$ cat src/rtl/dacspi_pkg.sv
package dacspi_pkg;

  localparam int FRAME_W = 24;
  localparam int ADDR_W  = 6;
  localparam int WORD_W  = 16;
  localparam int OFS_W   = 14;
  localparam int CH_BASE = 8;

  localparam logic [ADDR_W-1:0] SF_NOP   = 6'd0;
  localparam logic [ADDR_W-1:0] SF_CTRL  = 6'd1;
  localparam logic [ADDR_W-1:0] SF_GOFS0 = 6'd2;
  localparam logic [ADDR_W-1:0] SF_RBSEL = 6'd5;

  typedef enum logic [1:0] {
    CMD_SPECIAL = 2'd0,
    CMD_GAIN    = 2'd1,
    CMD_OFFSET  = 2'd2,
    CMD_DATA    = 2'd3
  } cmd_e;

  typedef enum logic [2:0] {
    RB_CODE_A  = 3'd0,
    RB_CODE_B  = 3'd1,
    RB_OFFSET  = 3'd2,
    RB_GAIN    = 3'd3,
    RB_SPECIAL = 3'd4
  } rbsrc_e;

  typedef struct packed {
    cmd_e               cmd;
    logic [ADDR_W-1:0]  addr;
    logic [WORD_W-1:0]  data;
  } frame_t;

  function automatic int grp_index(int ch, int per, int nref);
    int g;
    g = ch / per;
    if (g > nref - 1) g = nref - 1;
    return g;
  endfunction

endpackage

$ cat src/rtl/dac_spi_frame.sv
module dac_spi_frame
  import dacspi_pkg::*;
(
  input  logic               clk,
  input  logic               rst_n,
  input  logic               sclk,
  input  logic               cs_n,
  input  logic               mosi,
  input  logic [FRAME_W-1:0] tx_word,
  output frame_t             frame,
  output logic               commit,
  output logic               frame_end,
  output logic               miso
);

  localparam int CNT_W = $clog2(FRAME_W + 2);
  localparam logic [CNT_W-1:0] CNT_FULL = CNT_W'(FRAME_W);
  localparam logic [CNT_W-1:0] CNT_SAT  = CNT_W'(FRAME_W + 1);

  logic [2:0] sclk_p;
  logic [2:0] cs_p;
  logic [1:0] mosi_p;

  always_ff @(posedge clk or negedge rst_n) begin
    if (!rst_n) begin
      sclk_p <= '0;
      cs_p   <= '1;
      mosi_p <= '0;
    end else begin
      sclk_p <= {sclk_p[1:0], sclk};
      cs_p   <= {cs_p[1:0], cs_n};
      mosi_p <= {mosi_p[0], mosi};
    end
  end

  logic sclk_rise, cs_fall, cs_rise, selected;
  assign sclk_rise = sclk_p[1] & ~sclk_p[2];
  assign cs_fall   = ~cs_p[1] & cs_p[2];
  assign cs_rise   = cs_p[1] & ~cs_p[2];
  assign selected  = ~cs_p[1];

  logic [FRAME_W-1:0] rx_sh;
  logic [FRAME_W-1:0] tx_sh;
  logic [CNT_W-1:0]   bit_cnt;
  logic               miso_q;
  logic               commit_q;
  logic               end_q;

  always_ff @(posedge clk or negedge rst_n) begin
    if (!rst_n) begin
      rx_sh    <= '0;
      tx_sh    <= '0;
      bit_cnt  <= '0;
      miso_q   <= 1'b0;
      commit_q <= 1'b0;
      end_q    <= 1'b0;
    end else begin
      commit_q <= 1'b0;
      end_q    <= 1'b0;
      if (cs_fall) begin
        bit_cnt <= '0;
        tx_sh   <= tx_word;
        miso_q  <= 1'b0;
      end else if (cs_rise) begin
        commit_q <= (bit_cnt == CNT_FULL);
        end_q    <= 1'b1;
        miso_q   <= 1'b0;
      end else if (selected && sclk_rise) begin
        rx_sh  <= {rx_sh[FRAME_W-2:0], mosi_p[1]};
        miso_q <= tx_sh[FRAME_W-1];
        tx_sh  <= {tx_sh[FRAME_W-2:0], 1'b0};
        if (bit_cnt != CNT_SAT) bit_cnt <= bit_cnt + 1'b1;
      end
    end
  end

  assign frame     = frame_t'(rx_sh);
  assign commit    = commit_q;
  assign frame_end = end_q;
  assign miso      = miso_q;

endmodule

$ cat src/rtl/dac_chan_bank.sv
module dac_chan_bank
  import dacspi_pkg::*;
#(
  parameter int NUM_CH = 16,
  parameter int CODE_W = 16
) (
  input  logic                           clk,
  input  logic                           rst_n,
  input  logic                           commit,
  input  frame_t                         frame,
  output logic [NUM_CH-1:0][WORD_W-1:0]  code_q,
  output logic [NUM_CH-1:0][WORD_W-1:0]  offs_q,
  output logic [NUM_CH-1:0][WORD_W-1:0]  gain_q
);

  localparam logic [WORD_W-1:0] KEEP =
    ~((WORD_W'(1) << (WORD_W - CODE_W)) - WORD_W'(1));

  for (genvar i = 0; i < NUM_CH; i++) begin : g_ch
    logic              hit;
    logic [WORD_W-1:0] code_r, offs_r, gain_r;

    assign hit = commit && (frame.addr == ADDR_W'(CH_BASE + i));

    always_ff @(posedge clk or negedge rst_n) begin
      if (!rst_n) begin
        code_r <= '0;
        offs_r <= '0;
        gain_r <= KEEP;
      end else if (hit) begin
        case (frame.cmd)
          CMD_DATA:   code_r <= frame.data & KEEP;
          CMD_OFFSET: offs_r <= frame.data & KEEP;
          CMD_GAIN:   gain_r <= frame.data & KEEP;
          default:    ;
        endcase
      end
    end

    assign code_q[i] = code_r;
    assign offs_q[i] = offs_r;
    assign gain_q[i] = gain_r;
  end

endmodule

$ cat src/rtl/dac_special_regs.sv
module dac_special_regs
  import dacspi_pkg::*;
#(
  parameter int NUM_CH     = 16,
  parameter int CH_PER_GRP = 8,
  parameter int NUM_REF    = 2
) (
  input  logic                           clk,
  input  logic                           rst_n,
  input  logic                           commit,
  input  logic                           frame_end,
  input  frame_t                         frame,
  output logic                           pwr_down,
  output logic [NUM_REF-1:0][OFS_W-1:0]  grp_ofs,
  output logic [NUM_CH-1:0][OFS_W-1:0]   ch_ofs,
  output logic                           rb_pending,
  output logic [2:0]                     rb_type,
  output logic [ADDR_W-1:0]              rb_addr
);

  logic sf_write, rb_req;
  assign sf_write = commit && (frame.cmd == CMD_SPECIAL);
  assign rb_req   = sf_write && (frame.addr == SF_RBSEL);

  always_ff @(posedge clk or negedge rst_n) begin
    if (!rst_n) begin
      pwr_down <= 1'b0;
    end else if (sf_write && frame.addr == SF_CTRL) begin
      pwr_down <= frame.data[0];
    end
  end

  for (genvar k = 0; k < NUM_REF; k++) begin : g_grp
    logic [OFS_W-1:0] ofs_r;
    always_ff @(posedge clk or negedge rst_n) begin
      if (!rst_n) ofs_r <= '0;
      else if (sf_write && frame.addr == SF_GOFS0 + ADDR_W'(k))
        ofs_r <= frame.data[OFS_W-1:0];
    end
    assign grp_ofs[k] = ofs_r;
  end

  for (genvar i = 0; i < NUM_CH; i++) begin : g_map
    localparam int G = grp_index(i, CH_PER_GRP, NUM_REF);
    assign ch_ofs[i] = grp_ofs[G];
  end

  always_ff @(posedge clk or negedge rst_n) begin
    if (!rst_n) begin
      rb_pending <= 1'b0;
      rb_type    <= '0;
      rb_addr    <= '0;
    end else begin
      if (frame_end) rb_pending <= rb_req;
      if (rb_req) begin
        rb_type <= frame.data[15:13];
        rb_addr <= frame.data[12:7];
      end
    end
  end

endmodule

$ cat src/rtl/dac_readback.sv
module dac_readback
  import dacspi_pkg::*;
#(
  parameter int NUM_CH  = 16,
  parameter int NUM_REF = 2
) (
  input  logic [2:0]                     rb_type,
  input  logic [ADDR_W-1:0]              rb_addr,
  input  logic [NUM_CH-1:0][WORD_W-1:0]  code_q,
  input  logic [NUM_CH-1:0][WORD_W-1:0]  offs_q,
  input  logic [NUM_CH-1:0][WORD_W-1:0]  gain_q,
  input  logic                           pwr_down,
  input  logic [NUM_REF-1:0][OFS_W-1:0]  grp_ofs,
  output logic [WORD_W-1:0]              rb_value
);

  logic [WORD_W-1:0] chan_code, chan_offs, chan_gain, sf_value;

  always_comb begin
    chan_code = '0;
    chan_offs = '0;
    chan_gain = '0;
    for (int i = 0; i < NUM_CH; i++) begin
      if (rb_addr == ADDR_W'(CH_BASE + i)) begin
        chan_code = code_q[i];
        chan_offs = offs_q[i];
        chan_gain = gain_q[i];
      end
    end
  end

  always_comb begin
    sf_value = '0;
    if (rb_addr == SF_CTRL) sf_value = {{(WORD_W-1){1'b0}}, pwr_down};
    for (int k = 0; k < NUM_REF; k++) begin
      if (rb_addr == SF_GOFS0 + ADDR_W'(k))
        sf_value = {{(WORD_W-OFS_W){1'b0}}, grp_ofs[k]};
    end
  end

  always_comb begin
    case (rb_type)
      RB_CODE_A, RB_CODE_B: rb_value = chan_code;
      RB_OFFSET:            rb_value = chan_offs;
      RB_GAIN:              rb_value = chan_gain;
      RB_SPECIAL:           rb_value = sf_value;
      default:              rb_value = '0;
    endcase
  end

endmodule

$ cat src/rtl/dac_spi_regs.sv
module dac_spi_regs
  import dacspi_pkg::*;
#(
  parameter int NUM_CH     = 16,
  parameter int CH_PER_GRP = 8,
  parameter int NUM_REF    = 2,
  parameter int CODE_W     = 16
) (
  input  logic                       clk,
  input  logic                       rst_n,
  input  logic                       spi_sclk,
  input  logic                       spi_cs_n,
  input  logic                       spi_mosi,
  output logic                       spi_miso,
  output logic                       pwr_down,
  output logic [NUM_CH*WORD_W-1:0]   ch_code,
  output logic [NUM_CH*OFS_W-1:0]    ch_offset_base
);

  frame_t                         frame;
  logic                           commit;
  logic                           frame_end;
  logic [FRAME_W-1:0]             tx_word;
  logic [NUM_CH-1:0][WORD_W-1:0]  code_q, offs_q, gain_q;
  logic [NUM_REF-1:0][OFS_W-1:0]  grp_ofs;
  logic [NUM_CH-1:0][OFS_W-1:0]   ch_ofs;
  logic                           rb_pending;
  logic [2:0]                     rb_type;
  logic [ADDR_W-1:0]              rb_addr;
  logic [WORD_W-1:0]              rb_value;

  dac_spi_frame u_frame (
    .clk       (clk),
    .rst_n     (rst_n),
    .sclk      (spi_sclk),
    .cs_n      (spi_cs_n),
    .mosi      (spi_mosi),
    .tx_word   (tx_word),
    .frame     (frame),
    .commit    (commit),
    .frame_end (frame_end),
    .miso      (spi_miso)
  );

  dac_chan_bank #(
    .NUM_CH (NUM_CH),
    .CODE_W (CODE_W)
  ) u_bank (
    .clk    (clk),
    .rst_n  (rst_n),
    .commit (commit),
    .frame  (frame),
    .code_q (code_q),
    .offs_q (offs_q),
    .gain_q (gain_q)
  );

  dac_special_regs #(
    .NUM_CH     (NUM_CH),
    .CH_PER_GRP (CH_PER_GRP),
    .NUM_REF    (NUM_REF)
  ) u_sf (
    .clk        (clk),
    .rst_n      (rst_n),
    .commit     (commit),
    .frame_end  (frame_end),
    .frame      (frame),
    .pwr_down   (pwr_down),
    .grp_ofs    (grp_ofs),
    .ch_ofs     (ch_ofs),
    .rb_pending (rb_pending),
    .rb_type    (rb_type),
    .rb_addr    (rb_addr)
  );

  dac_readback #(
    .NUM_CH  (NUM_CH),
    .NUM_REF (NUM_REF)
  ) u_rb (
    .rb_type  (rb_type),
    .rb_addr  (rb_addr),
    .code_q   (code_q),
    .offs_q   (offs_q),
    .gain_q   (gain_q),
    .pwr_down (pwr_down),
    .grp_ofs  (grp_ofs),
    .rb_value (rb_value)
  );

  assign tx_word        = rb_pending ? {{(FRAME_W-WORD_W){1'b0}}, rb_value} : '0;
  assign ch_code        = code_q;
  assign ch_offset_base = ch_ofs;

endmodule

$ cat config.mk
export PLATFORM = sky130hd
export DESIGN_NAME = dac_spi_regs
export DESIGN_NICKNAME = d
export VERILOG_FILES = /design/src/rtl/dacspi_pkg.sv /design/src/rtl/dac_spi_frame.sv /design/src/rtl/dac_chan_bank.sv /design/src/rtl/dac_special_regs.sv /design/src/rtl/dac_readback.sv /design/src/rtl/dac_spi_regs.sv
export SDC_FILE = /design/constraint.sdc
export NUM_CORES = 1
export LEC_CHECK = 0
export ABC_AREA = 0
export ABC_CLOCK_PERIOD_IN_PS = 7080
export CAP_MARGIN = 10
export CORE_ASPECT_RATIO = 2
export CORE_MARGIN = 2
export CORE_UTILIZATION = 50
export CTS_BUF_LIST = sky130_fd_sc_hd__clkbuf_16
export CTS_CLUSTER_SIZE = 24
export DETAILED_ROUTE_END_ITERATION = 8
export DONT_BUFFER_PORTS = 1
export GPL_TIMING_DRIVEN = 0
export PLACE_DENSITY_LB_ADDON = 0.25
export SYNTH_ARGS = -nofsm -noshare
export SYNTH_HDL_FRONTEND = slang
export SYNTH_SLANG_ARGS = --single-unit
$ cat constraint.sdc
create_clock -name clk -period 7.08 [get_ports clk]
set_clock_uncertainty 0.1 [all_clocks]
set_input_delay 0.354 -clock clk [delete_from_list [all_inputs] [get_ports clk]]
set_output_delay 0.354 -clock clk [all_outputs]
set_load 0.01 [all_outputs]
==> impl_results.md <==
- Yosys Warn Count: 0
- Cts hold-fix bufs: 3
- Leak Pwr: 21.03 nW
- WP data arrival: 5430 ps
- Final Max Slew Viols: 67
- Sequential-to-total area share from yosys stat: 0.5269
- Min Clock Period, post-route: 4948 ps
- Die W: 208.9 µm
- RSZ-0062 raised after global routing: no
- Antenna Nets Post-Route: 0
- Reg clk slew, reported paths: 70 ps
- Max-Cap Viols: 0
- Routed WL per cell: 40.72 µm
- CORE AREA: 83330 µm²
- Area Growth Syn to Fin: 9.746%
- Total congestion overflow: 0
- Initial Utilization: 0.5038
- Synth Register Bits: 871
- Outcome: complete, but fails checks
- Vias in the first global route: 30.94k
- CTS tree: built
- Post-DP HPWL: 135.6 mm
- Hold WC Path Type: in2async
- 1st-iter DRT viols: 3794
- Ys async rst share: 1.000
- Post-CTS setup buffer count: 0
- Relative slew slack: -0.03070
- WP data required: 7560 ps
- DIE HEIGHT: 413.8 µm
- Post-Route WL: 186.7 mm
- Post-synth top area cell: dfrtp_1
- CP endpoint kind: register
- First-pass GRT wire length: 253.3 mm
- Drc violations: 0
- Syn Inst Count: 3352
- Root buf cell: clkbuf_16
- Initial antenna violation count: 9
- Sink Count: 871
- Die ar.: 86430 µm²
- Largest net degree at the start of global routing: 872
- Worst setup path class: reg2reg
- Worst Tran Pin Value: 1546 ps
- Crit Path Max Fanout: 10
- Peak VDD IR: 0.0001975 V
- Period utilisation layout: 0.6989
- Crit path largest cell delay: 1040 ps
- Placed cell areas: 43400 µm²
- DR vias: 31.44k
- Num ports: 487
- Setup_tns: 0 ps
- Drt first pass iters: 5
- Layout cells sized above 1: 0.4534
- Crit start category: register
- GP Congestion: 1.006
- Final setup fails: 0
- Mapped Area: 41980 µm²
- CTS-repair resized insts: 0
- Final instance area: 46070 µm²
- Hold_ws: 61.87 ps
- Worst R2R Setup Slack: 2130 ps
- Slowest CP cell: nor2_2
- Pwr/cell area: 215.3 nW/µm²
- FMAX: 0.2021 GHz
- Crit-path cells: buf_4, buf_6, nor2_2, nand2_1, o21ai_0, a21oi_1, a211oi_1, o31ai_1, o32a_1
- FP Rows: 150
- Final hold violation count: 0
- Largest cells by area after synthesis: dfrtp_1 36%, mux2_2 23%, dfstp_2 16%
- Max clock buf depth: 3
- Post-DR vias/cell: 6.855
- Post-synth top flop: dfrtp_1
- Count of unique library cells instantiated by Yosys: 82
- Layout net count: 3461
- I/O Buffers: 0
- CTS Buf Count: 80
- Post-synth EDFFs: 0
- H-tree depth: 3
- Global Route Usage Sum: 0.4303
- Failing checks: max-slew violations
- Mapped Avg Cell Area: 12.52 µm²
- Syn Nets: 3362
- Area share of the largest cell type after synthesis: 0.3648
- Skew-Pair Late Insertion Delay: 710 ps
-- stage by stage --
| step | power, mW | setup WS [ps] | util | std cells |
|---|---|---|---|---|
| 6_report | 9.919 | 2132 | 0.5529 | 4586 |
| 5_1_grt | 10.12 | 2461 | 0.5527 | 4582 |
| 4_1_cts | 9.790 | 2737 | 0.5511 | 4576 |
| 3_5_place_dp | 5.527 | 2761 | 0.5208 | 4424 |
| 3_3_place_gp | 5.525 | 2666 | 0.5197 | 4416 |
| 2_1_floorplan | 5.313 | 4679 | - | 3352 |
-- flip-flops by register name, indices dropped and copies added, names as in the netlist, 5 cells and up --
| name | cells |
|---|---|
| u_sf.g_grp.ofs_r | 28 |
| u_bank.g_ch.code_r | 256 |
| u_bank.g_ch.gain_r | 256 |
| u_frame.frame | 24 |
| u_sf.rb_addr | 6 |
| u_frame.bit_cnt | 5 |
| u_bank.g_ch.offs_r | 256 |
| u_frame.tx_sh | 24 |
-- kinds of logic after synthesis --
kind of cell / synth area share
compound gates: 0.08933
xor+xnor: 0.0006260
fa+ha+maj: 0.001490
buf+inv: 0.06498
flops: 0.5269
mux: 0.2660
simple gates: 0.05064
-- synthesized netlist by cell type (23+ instances only) --
| library cell | number |
|---|---|
| mux2_2 | 855 |
| dfrtp_1 | 612 |
| dfstp_2 | 259 |
| buf_4 | 204 |
| nand2_1 | 170 |
| clkbuf_1 | 163 |
| nor2_1 | 151 |
| o21ai_0 | 136 |
| a21oi_1 | 132 |
| buf_2 | 92 |
| mux2i_1 | 57 |
| o22ai_1 | 55 |
| a22oi_1 | 46 |
| mux4_2 | 43 |
| o221ai_1 | 27 |
| a221oi_1 | 26 |
| nand3_1 | 24 |
| nor3_1 | 23 |
-- layer usage --
layer	vias to the layer above	track usage	part of all wire
li1	12220	-	-
met5	-	0	0.000070
met3	754	0.1271	0.10
met1	16130	0.4695	0.33
met4	2	0.4020	0.11
met2	2329	0.6725	0.45
-- cell type report --
cell class                 instances  area (µm²)
timing repair buffer              17       236.5
buffer                           470        2683
multi-input combinational       1999       17150
clock inverter                    68       467.9
clock buffer                      81        2027
inverter                          12       45.04
fill                            7184       37260
sequential                       871       22120
antenna                            4       10.01
tap                             1064        1331
-- where the power goes --
part | internal, mW | switching, mW | total, mW
Sequential | 5.02 | 0.0609 | 5.08
Clock | 2.27 | 2.08 | 4.35
Combinational | 0.0755 | 0.412 | 0.487
-- critical path, delay by kind of cell, from the launching register on --
family / cells / cell delay, ps
DFF: 1 / 410
AOI/OAI and AO/OA: 5 / 1810
and+or+nand+nor: 2 / 2060
buffers and inverters: 2 / 410
-- path summary, 6_finish.rpt --
kind,depth (start not counted),start,endpoint
min in group clk,1,spi_mosi,u_frame.mosi_p[0]
min,1,rst_n,u_bank.g_ch[1].gain_r[2]
max,9,u_sf.rb_addr[0],u_frame.tx_sh[7]
max reg2reg,9,u_sf.rb_addr[0],u_frame.tx_sh[7]
max in group asynchronous,4,rst_n,u_bank.g_ch[14].offs_r[7]
min reg2reg,0,u_frame.mosi_p[0],u_frame.mosi_p[1]
-- cells in the final DEF (no fill, tap or decap), drive strengths merged, types with 13 or more instances in the layout --
master and instances:
a211oi 19, a21oi 132, a221oi 27, a222oi 18, a22oi 46, a31oi 13
buf 320, clkbuf 244, clkinv 36, dfrtp 612, dfstp 259, inv 37
mux2 855, mux2i 57, mux4 43, nand2 173, nand2b 13, nand3 24
nor2 155, nor2b 16, nor3 23, o211ai 17, o21ai 142, o221ai 27
o22ai 55
Note: power is estimated with default switching activity, not from simulation.
